[src/rtl/mdio_mgmt_pkg.sv]
package mdio_mgmt_pkg;

    typedef enum logic [1:0] {
        SEL_CMD  = 2'd0,
        SEL_DATA = 2'd1,
        SEL_STAT = 2'd2,
        SEL_CTRL = 2'd3
    } reg_sel_e;

    localparam int CMD_RD_BIT    = 15;
    localparam int CMD_WR_BIT    = 14;
    localparam int CTRL_RST_BIT  = 0;
    localparam int CTRL_SUPP_BIT = 8;
    localparam int CTRL_DIV_LSB  = 9;

    localparam int PRE_BITS   = 32;
    localparam int FRAME_BITS = 32;
    localparam int HDR_BITS   = 14;   // start, opcode, phy, reg
    localparam int TA_END     = 16;   // first data bit index

    typedef struct packed {
        logic        is_read;
        logic [4:0]  phy;
        logic [4:0]  regad;
        logic [15:0] wdata;
    } xact_t;

    function automatic logic [31:0] frame_word(input xact_t x);
        logic [1:0]  op;
        logic [15:0] payload;
        op      = x.is_read ? 2'b10 : 2'b01;
        payload = x.is_read ? 16'h0000 : x.wdata;
        return {2'b01, op, x.phy, x.regad, 2'b10, payload};
    endfunction

endpackage

[src/rtl/mdio_phase.sv]
module mdio_phase #(
    parameter int DW = 7
) (
    input  logic          clk,
    input  logic          rst,
    input  logic          run,
    input  logic [DW-1:0] div_eff,
    output logic          mdc,
    output logic          bit_end,
    output logic          rise
);
    logic [DW-1:0] cnt;
    logic [DW-1:0] half;

    assign half    = div_eff >> 1;
    assign bit_end = run && (cnt == div_eff - 1'b1);
    assign rise    = run && (cnt == half);
    assign mdc     = run && (cnt >= half);

    always_ff @(posedge clk) begin
        if (rst || !run)  cnt <= '0;
        else if (bit_end) cnt <= '0;
        else              cnt <= cnt + 1'b1;
    end
endmodule

[src/rtl/mdio_frame.sv]
module mdio_frame
    import mdio_mgmt_pkg::*;
#(
    parameter int PW = 7
) (
    input  logic        clk,
    input  logic        rst,
    input  logic        start,
    input  logic        abort,
    input  xact_t       xact,
    input  logic        supp,
    input  logic        bit_end,
    input  logic        rise,
    input  logic        mdio_i,
    output logic        busy,
    output logic        rd_commit,
    output logic        mdio_o,
    output logic        mdio_oe,
    output logic [15:0] rdata_nxt
);
    logic [PW-1:0] pos, pre_len, fidx;
    logic [31:0]   word_q;
    logic          rd_q, pre_q, in_pre, last_bit, sample;
    logic [15:0]   shift_q;

    assign pre_len   = pre_q ? PW'(PRE_BITS) : '0;
    assign fidx      = pos - pre_len;
    assign in_pre    = pos < pre_len;
    assign last_bit  = busy && bit_end && (fidx == PW'(FRAME_BITS - 1));
    assign rd_commit = last_bit && rd_q;
    assign sample    = busy && rise && rd_q && !in_pre && (fidx >= PW'(TA_END));
    assign rdata_nxt = sample ? {shift_q[14:0], mdio_i} : shift_q;
    assign mdio_o    = busy && (in_pre || word_q[~fidx[4:0]]);
    assign mdio_oe   = busy && !(rd_q && !in_pre && (fidx >= PW'(HDR_BITS)));

    always_ff @(posedge clk) begin
        if (rst) begin
            busy    <= 1'b0;
            pos     <= '0;
            word_q  <= '0;
            rd_q    <= 1'b0;
            pre_q   <= 1'b0;
            shift_q <= '0;
        end else begin
            if (start && !busy) begin
                busy    <= 1'b1;
                pos     <= '0;
                word_q  <= frame_word(xact);
                rd_q    <= xact.is_read;
                pre_q   <= !supp;
                shift_q <= '0;
            end else if (busy) begin
                shift_q <= rdata_nxt;
                if (bit_end) begin
                    if (last_bit) busy <= 1'b0;
                    else          pos  <= pos + 1'b1;
                end
            end
            if (abort) busy <= 1'b0;
        end
    end
endmodule

[src/rtl/mdio_mgmt_ctrl.sv]
module mdio_mgmt_ctrl
    import mdio_mgmt_pkg::*;
#(
    parameter int DIV_W       = 6,
    parameter int DIV_DEFAULT = 40,
    parameter int RST_CYCLES  = 8
) (
    input  logic        clk,
    input  logic        rst,
    input  logic        wr_en,
    input  logic [1:0]  wr_addr,
    input  logic [31:0] wr_data,
    input  logic [1:0]  rd_addr,
    output logic [31:0] rd_data,
    output logic        mdc,
    output logic        mdio_o,
    output logic        mdio_oe,
    input  logic        mdio_i
);
    localparam int DE_W = DIV_W + 1;
    localparam int RC_W = $clog2(RST_CYCLES + 1);
    localparam int PW   = $clog2(PRE_BITS + FRAME_BITS) + 1;
    localparam logic [DIV_W-1:0] DIV_RST = DIV_W'(DIV_DEFAULT - 1);

    logic [9:0]       cmd_q;
    logic [15:0]      data_q;
    logic [DIV_W-1:0] div_q;
    logic             supp_q;
    logic [RC_W-1:0]  rst_cnt;
    logic             in_rst, host_ok, accept, soft_go, busy, rd_commit;
    logic             bit_end, rise;
    logic [DE_W-1:0]  div_eff;
    logic [15:0]      rdata_nxt;
    xact_t            xact;
    logic             unused_hi;

    assign unused_hi = ^wr_data[31:16];
    assign in_rst    = rst_cnt != '0;
    assign host_ok   = wr_en && !in_rst;
    assign accept    = host_ok && (wr_addr == SEL_CMD) && !busy &&
                       (wr_data[CMD_RD_BIT] || wr_data[CMD_WR_BIT]);
    assign soft_go   = host_ok && (wr_addr == SEL_CTRL) && wr_data[CTRL_RST_BIT];
    assign div_eff   = (div_q == '0) ? DE_W'(2) : DE_W'(div_q) + 1'b1;

    always_comb begin
        xact.is_read = wr_data[CMD_RD_BIT];
        xact.phy     = wr_data[9:5];
        xact.regad   = wr_data[4:0];
        xact.wdata   = data_q;
    end

    mdio_phase #(.DW(DE_W)) u_phase (
        .clk(clk), .rst(rst), .run(busy), .div_eff(div_eff),
        .mdc(mdc), .bit_end(bit_end), .rise(rise)
    );

    mdio_frame #(.PW(PW)) u_frame (
        .clk(clk), .rst(rst), .start(accept), .abort(soft_go), .xact(xact),
        .supp(supp_q), .bit_end(bit_end), .rise(rise), .mdio_i(mdio_i),
        .busy(busy), .rd_commit(rd_commit), .mdio_o(mdio_o),
        .mdio_oe(mdio_oe), .rdata_nxt(rdata_nxt)
    );

    always_ff @(posedge clk) begin
        if (rst) begin
            cmd_q   <= '0;
            data_q  <= '0;
            div_q   <= DIV_RST;
            supp_q  <= 1'b0;
            rst_cnt <= '0;
        end else begin
            if (in_rst) rst_cnt <= rst_cnt - 1'b1;
            if (accept) cmd_q <= wr_data[9:0];
            if (host_ok && (wr_addr == SEL_DATA) && !busy) data_q <= wr_data[15:0];
            if (host_ok && (wr_addr == SEL_CTRL) && !busy) begin
                div_q  <= wr_data[CTRL_DIV_LSB +: DIV_W];
                supp_q <= wr_data[CTRL_SUPP_BIT];
            end
            if (rd_commit) data_q <= rdata_nxt;
            if (soft_go) begin
                rst_cnt <= RC_W'(RST_CYCLES);
                data_q  <= '0;
                div_q   <= DIV_RST;
                supp_q  <= 1'b0;
            end
        end
    end

    always_comb begin
        rd_data = '0;
        case (rd_addr)
            SEL_CMD:  rd_data[9:0]  = cmd_q;
            SEL_DATA: rd_data[15:0] = data_q;
            SEL_STAT: rd_data[0]    = busy;
            default: begin
                rd_data[CTRL_DIV_LSB +: DIV_W] = div_q;
                rd_data[CTRL_SUPP_BIT]         = supp_q;
                rd_data[CTRL_RST_BIT]          = in_rst;
            end
        endcase
    end
endmodule

[config.mk]
export PLATFORM = sky130hd
export DESIGN_NAME = mdio_mgmt_ctrl
export DESIGN_NICKNAME = d
export VERILOG_FILES = /design/src/rtl/mdio_mgmt_pkg.sv /design/src/rtl/mdio_phase.sv /design/src/rtl/mdio_frame.sv /design/src/rtl/mdio_mgmt_ctrl.sv
export SDC_FILE = /design/constraint.sdc
export NUM_CORES = 1
export LEC_CHECK = 0
export BUFFER_PORTS_ARGS = -buffer_cell sky130_fd_sc_hd__buf_2
export CORE_MARGIN = 8
export CORE_UTILIZATION = 55
export DETAILED_ROUTE_END_ITERATION = 8
export PLACE_DENSITY = 0.79
export SLEW_MARGIN = 20
export SYNTH_ARGS = -nofsm -noshare
export SYNTH_HDL_FRONTEND = slang
export SYNTH_HIERARCHICAL = 1
export SYNTH_SLANG_ARGS = --single-unit
export TNS_END_PERCENT = 1
[constraint.sdc]
create_clock -name clk -period 5.4 [get_ports clk]
set_input_delay 0.54 -clock clk [delete_from_list [all_inputs] [get_ports clk]]
set_output_delay 0.54 -clock clk [all_outputs]
set_load 0.01 [all_outputs]
======== Yosys cells after proc, flatten, opt, wreduce, memory -nomap -nowiden ========
Cells that the tools add are included.
W data, S select, Z words.
word-level totals
  input port bits ......................... 40
  flip-flop bits (word level) ............. 100
  word-level logic and storage cells ...... 96
  output and inout bits ................... 35
operators by class
  bitwise gates (word level) .............. 2
  muxes and demuxes ....................... 20
  order comparisons ....................... 5
  equality and inequality tests ........... 7
  add/sub/neg operators ................... 6
  reduce and logical (&&, ||, !) cells .... 43
operators by type and width
  operator               count
  $mux W16               4
  $logic_and A1 B1 Y1    24
  $add A7 B1 Y7 const B  2
  $pmux W7 S2            1
  $pmux W5 S2            1
  $mux W4                2
  $reduce_or A2 Y1       4
  $add A6 B1 Y7 const B  1
  $eq A7 B5 Y1 const B   1
  $eq A7 B6 Y1           1
  $eq A7 B7 Y1           1
  $ge A7 B4 Y1 const B   1
  $ge A7 B5 Y1 const B   1
  $ge A7 B6 Y1           1
  $lt A7 B7 Y1           1
  $mux W7                1
  $sub A7 B1 Y7 const B  1
  $sub A7 B7 Y7          1
  $logic_not A6 Y1       1
  $lt A5 B6 Y1 const B   1
  $mux W1                6
  $mux W6                1
  $pmux W2 S3            1
  $bmux W1 S5            1
  other kinds (13)       23

======== Logic depth before layout (Yosys ltp) ========
  word-level depth ........................ 11
  gate-level depth with buffers ........... 18
  mapped depth without buffers ............ 16

======== Hierarchy ========
Netlist, hierarchy kept.
by module, submodules not included
  module          area each (um2)  seq. area each (um2)  cells an instance  instances
  mdio_frame      2412.3           1081.0                238                1
  mdio_mgmt_ctrl  2308.5           740.7                 249                1
  mdio_phase      636.9            140.1                 77                 1

======== Least setup slack after synthesis ========
OpenSTA, ideal clock, no wires.
  kind .................................... reg2reg
  start point ............................. register div_q[0]
  end point ............................... register data_q[4]
  slack ................................... 1.584 ns
  buffers on the path ..................... 2
  setup time .............................. 0.127 ns
  clock period less this slack ............ 3.816 ns
  stages on the path, launching flop included .. 19
  required time ........................... 5.273 ns
  arrival ................................. 3.689 ns
  cells stage by stage .................... dfxtp_1 inv_1 ha_1 or4b_2 nor2_1 or2_2 inv_1 ha_1 xnor2_1 nor2_1 o2111ai_2 nor3_1 inv_1 or3_1 nor2_1 clkbuf_1 clkbuf_1 mux2i_1 a211oi_1
between the ends
  elaborated cells between the ends (all ways) .. 18
  classes of those cells .................. 2 x add/sub; 2 x eq/ne; 3 x mux; 11 x reduce/logical
RTL lines
  what                                                      RTL line              source
  start: declaration                                        mdio_mgmt_ctrl.sv:27  logic [DIV_W-1:0] div_q;
  start signal: assignment                                  mdio_mgmt_ctrl.sv:76  div_q <= wr_data[CTRL_DIV_LSB +: DIV_W];
  $add A6 B1 Y7 / $logic_not A6 Y1 (equally long branches)  mdio_mgmt_ctrl.sv:43  assign div_eff = (div_q == '0) ? DE_W'(2) : DE_W'(div_q) + 1'b1;
  $mux W7 *                                                 mdio_mgmt_ctrl.sv:43
  named net div_eff[1]                                      mdio_mgmt_ctrl.sv:32  logic [DE_W-1:0] div_eff;
  $sub A7 B1 Y7 *                                           mdio_phase.sv:16      assign bit_end = run && (cnt == div_eff - 1'b1);
  $eq A7 B7 Y1 *                                            mdio_phase.sv:16
  $logic_and A1 B1 Y1 *                                     mdio_phase.sv:16
  named net bit_end                                         mdio_mgmt_ctrl.sv:31  logic bit_end, rise;
  $logic_and A1 B1 Y1 * (2 in a row)                        mdio_frame.sv:29      assign last_bit = busy && bit_end && (fidx == PW'(FRAME_BITS - 1));
  $logic_and A1 B1 Y1 *                                     mdio_frame.sv:30      assign rd_commit = last_bit && rd_q;
  named net rd_commit                                       mdio_mgmt_ctrl.sv:30  logic in_rst, host_ok, accept, soft_go, busy, rd_commit;
  $mux W16 / $reduce_bool A2 Y1 (equally long branches)     -
  end signal: assignment                                    mdio_mgmt_ctrl.sv:74  if (host_ok && (wr_addr == SEL_DATA) && !busy) data_q <= wr_data[15:0];
  end signal: assignment                                    mdio_mgmt_ctrl.sv:79  if (rd_commit) data_q <= rdata_nxt;
  end: declaration                                          mdio_mgmt_ctrl.sv:26  logic [15:0] data_q;
Mark *: on every way through the listed nets, which the timed path passes. The rest lies on a longest branch.
A chain may end at the register's enable or synchronous reset.

======== Final worst setup path ========
  start point ............................. register div_q[0]
  end point ............................... register data_q[14]
The elaborated chain is that of the path after synthesis.

==> summary.md <==
| Metric | Value |
|---|---|
| Outcome | `finished clean` |
| HPWL after DPL | `9100 um` |
| Synthesized instance count | `564` |
| Antenna cells | `0` |
| Final Setup Violations | `0` |
| Routability cong. | `0.925` |
| Drt total wl | `12500 um` |
| Post-synthesis simple-gate area fraction | `17.6%` |
| Total power | `1.75 mW` |
| Clk_skew | `0.0111 ns` |
| GRT Total Usage | `19.6%` |
| Crit start category | `flip-flop` |
| Number of synthesized flops with an enable pin | `0` |
| Ys Warns | `6` |
| Worst-path fanout max | `33` |
| Post-cts gate resize count | `0` |
| Clock sink count | `98` |
| Xor and xnor area share after synthesis | `3.76%` |
| Vias per inst | `5.80` |
| Area grow syn2layout | `7.33%` |
| Post-synthesis sequential area ratio | `36.6%` |
| Fill cells | `803` |
| FF-to-FF Start | `div_q[0]` |
| Antenna violations before repair | `0` |
| Arr. time, crit path | `4.48 ns` |
| CTS Root Cell | `clkbuf_8` |
| Adder-Cell Fraction of Synth Area | `3.74%` |
| Post-CTS Setup Inserts | `0` |
| Mapped Area | `0.00536 sq mm` |
| Num CTS Buffers | `9` |
| Drt drc | `0` |
| Largest net degree at the start of global routing | `42` |
| Synth Flop Type | `dfxtp_1` |
| Asr flop ratio synth | `0%` |
| Mean Syn Cell Area | `9.50 sq um` |
| GRT Residual Overflow | `0` |
| Compound-gate portion of the synthesized area | `15.3%` |
| Relative slew slack | `33.8%` |
| Minimum clock period | `4.26 ns` |
| Crit path from | `div_q[0]` |
| CTS tree | `built` |
| CP required | `5.61 ns` |
| Pwr Density | `304 mW/mm^2` |
| Clock Pin Slew Worst Setup and Hold Paths | `0.09 ns` |
| IO Count | `75` |
| Deepest clock path buffer count | `2` |
| Routed wire length per instance | `17.3 um` |
| Synth Register Bits | `98` |
| Unrepaired setup endpoints after global routing | `no` |
| Period utilisation layout | `78.9%` |
| Post-synthesis mux area share | `15.6%` |
| Iteration-0 DRC count of the detailed router | `238` |
| Layout cell share with drive strength beyond 1 | `17.5%` |
| Worst setup EP type | `flip-flop` |
| Largest family of logic cells by synthesized area | `simple AND/OR/NAND/NOR gates` |
| Worst Hold Class | `in -> reg` |
| Drt pass-1 iters | `4` |
| Sum Neg Setup Slack | `0 ns` |
| Clock latency on the worst-skew pair | `0.36 ns` |
| H-tree lvl count | `3` |
| Leak | `2.22 nW` |
| Cell area after layout | `0.00575 sq mm` |
| Global-route wire length before repair | `20700 um` |
| Final hold violation count | `0` |
| Worst hold path startpoint | `wr_data[12]` |
| Via count | `4196` |
| Final nets | `642` |
| Hold-fix buffer count after cts | `0` |
| Width of the die | `115 um` |
| Slew Limit Fails | `0` |
| Worst IR drop on VDD | `0.317 mV` |
| Starting Density | `55.8%` |
| Worst setup path class | `reg -> reg` |
| # Max-Cap Violations | `0` |
| PortBufs | `42` |
| Row count | `36` |
| Fmax | `235 MHz` |
| Core Util, Final | `59.9%` |
| Slew of the pin with the lowest slew margin | `0.988 ns` |
| Vias in the first global route | `4156` |
| Die Y | `115 um` |
| DIE AREA | `0.0132 sq mm` |
| Final antenna-violating net count | `0` |
| Post-DP Area | `0.00555 sq mm` |
| Unique masters post-synth | `63` |
| Core Area | `0.00959 sq mm` |
area by class of cell:
type	count	area (sq um)	share of cell area [%]
multi-input combinational	405	3080	53.5
sequential	98	1960	34.1
timing repair buffer	49	263	4.57
tap	133	166	2.89
clock buffer	9	124	2.15
inverter	23	86.3	1.50
clock inverter	6	71.3	1.24
routing by layer:
metal | vias up | routed length [um] | track usage [%]
met5 | - | 0 | 0
met2 | 120 | 6070 | 32.8
li1 | 2031 | - | -
met1 | 2031 | 5640 | 25.1
met4 | 0 | 184 | 7.36
met3 | 14 | 605 | 2.43
power by group:
part	leakage, nW	internal, mW	switching, mW
registers	0.792	0.768	0.0465
logic	1.33	0.172	0.282
clock network	0.0927	0.217	0.262
cells in the mapped netlist, drive strengths merged, types with 5 or more instances:
cell type,instances,area share [%]
xnor2,14,2.3
mux2,19,4.7
xor2,9,1.5
o21ai,10,0.93
nand2,31,2.2
nand4,5,0.58
a311oi,17,2.8
a22o,16,2.6
dfxtp,98,37
nor2,37,2.6
mux2i,49,9.2
nand3,14,1.3
nor3,7,0.75
nor2b,11,1.3
a211oi,18,2.5
a21oi,22,2.1
and2,19,2.2
nand2b,24,2.8
ha,16,3.7
inv,23,1.6
buf,31,4.2
clkbuf,22,1.5
registers in the layout, summed over array words and instances (netlist names):
signal,count
u_frame/pre_q,1
u_phase/cnt,7
cmd_q,10
rst_cnt,4
u_frame/shift_q,16
supp_q,1
u_frame/busy,1
u_frame/word_q,29
div_q,6
u_frame/pos,7
data_q,16
worst paths after layout:
| path | to | slack (ns) | depth (start not counted) |
|---|---|---|---|
| worst min-delay path | div_q[3] | 0.45 | 3 |
| worst min register to register | u_frame/word_q[24] | 0.46 | 2 |
| worst max-delay path | data_q[14] | 1.14 | 17 |
| worst max register to register | data_q[14] | 1.14 | 17 |
per-stage QoR:
stage | setup WS, ns | std cells | hold WS (ns)
floorplan | 1.58 | 579 | 0.421
global placement | 1.23 | 708 | 0.439
detailed placement | 1.17 | 708 | 0.440
CTS | 1.15 | 723 | 0.434
global route | 0.815 | 723 | 0.444
finish | 1.14 | 723 | 0.452
cells in the final DEF (no fill, tap or decap), drive strengths merged, types with 3 or more instances in the layout:
cell type and count:
xor2 9, mux4 4, xnor2 14, o21ai 10, nand3 14, and3 4
a22o 16, nor2b 11, mux2i 49, o21a 3, a211oi 18, conb 16
nand2b 24, a21oi 22, o2111ai 3, nor3 7, nand2 31, inv 26
mux2 19, a311o 3, and2 19, ha 16, nor2 37, clkbuf 9
a31oi 3, nand4 5, and3b 3, buf 49, dfxtp 98, a311oi 17
cell families (layout without fill, tap and decap cells):
group	Yosys count	in the layout
xor gates and xnor gates	23	23
AOI/OAI and AO/OA	108	108
and+or+nand+nor	170	170
adders and majority gates	16	16
buffers and inverters	76	87
DFF	98	98
other	1	16
muxes	72	72
critical path, cell delays in order (launching register included):
cell	delay, ns
dfxtp_1	0.37
inv_1	0.09
ha_1	0.13
or4b_2	0.61
nor2_1	0.14
or2_2	0.16
inv_1	0.06
ha_1	0.28
xnor2_1	0.13
nor2_1	0.14
o2111ai_2	0.18
nor3_1	0.29
inv_1	0.06
or3_1	0.42
nor2_2	0.10
buf_4	0.40
a31o_2	0.41
a211oi_1	0.14
Note: power is estimated with default switching activity, not from simulation.
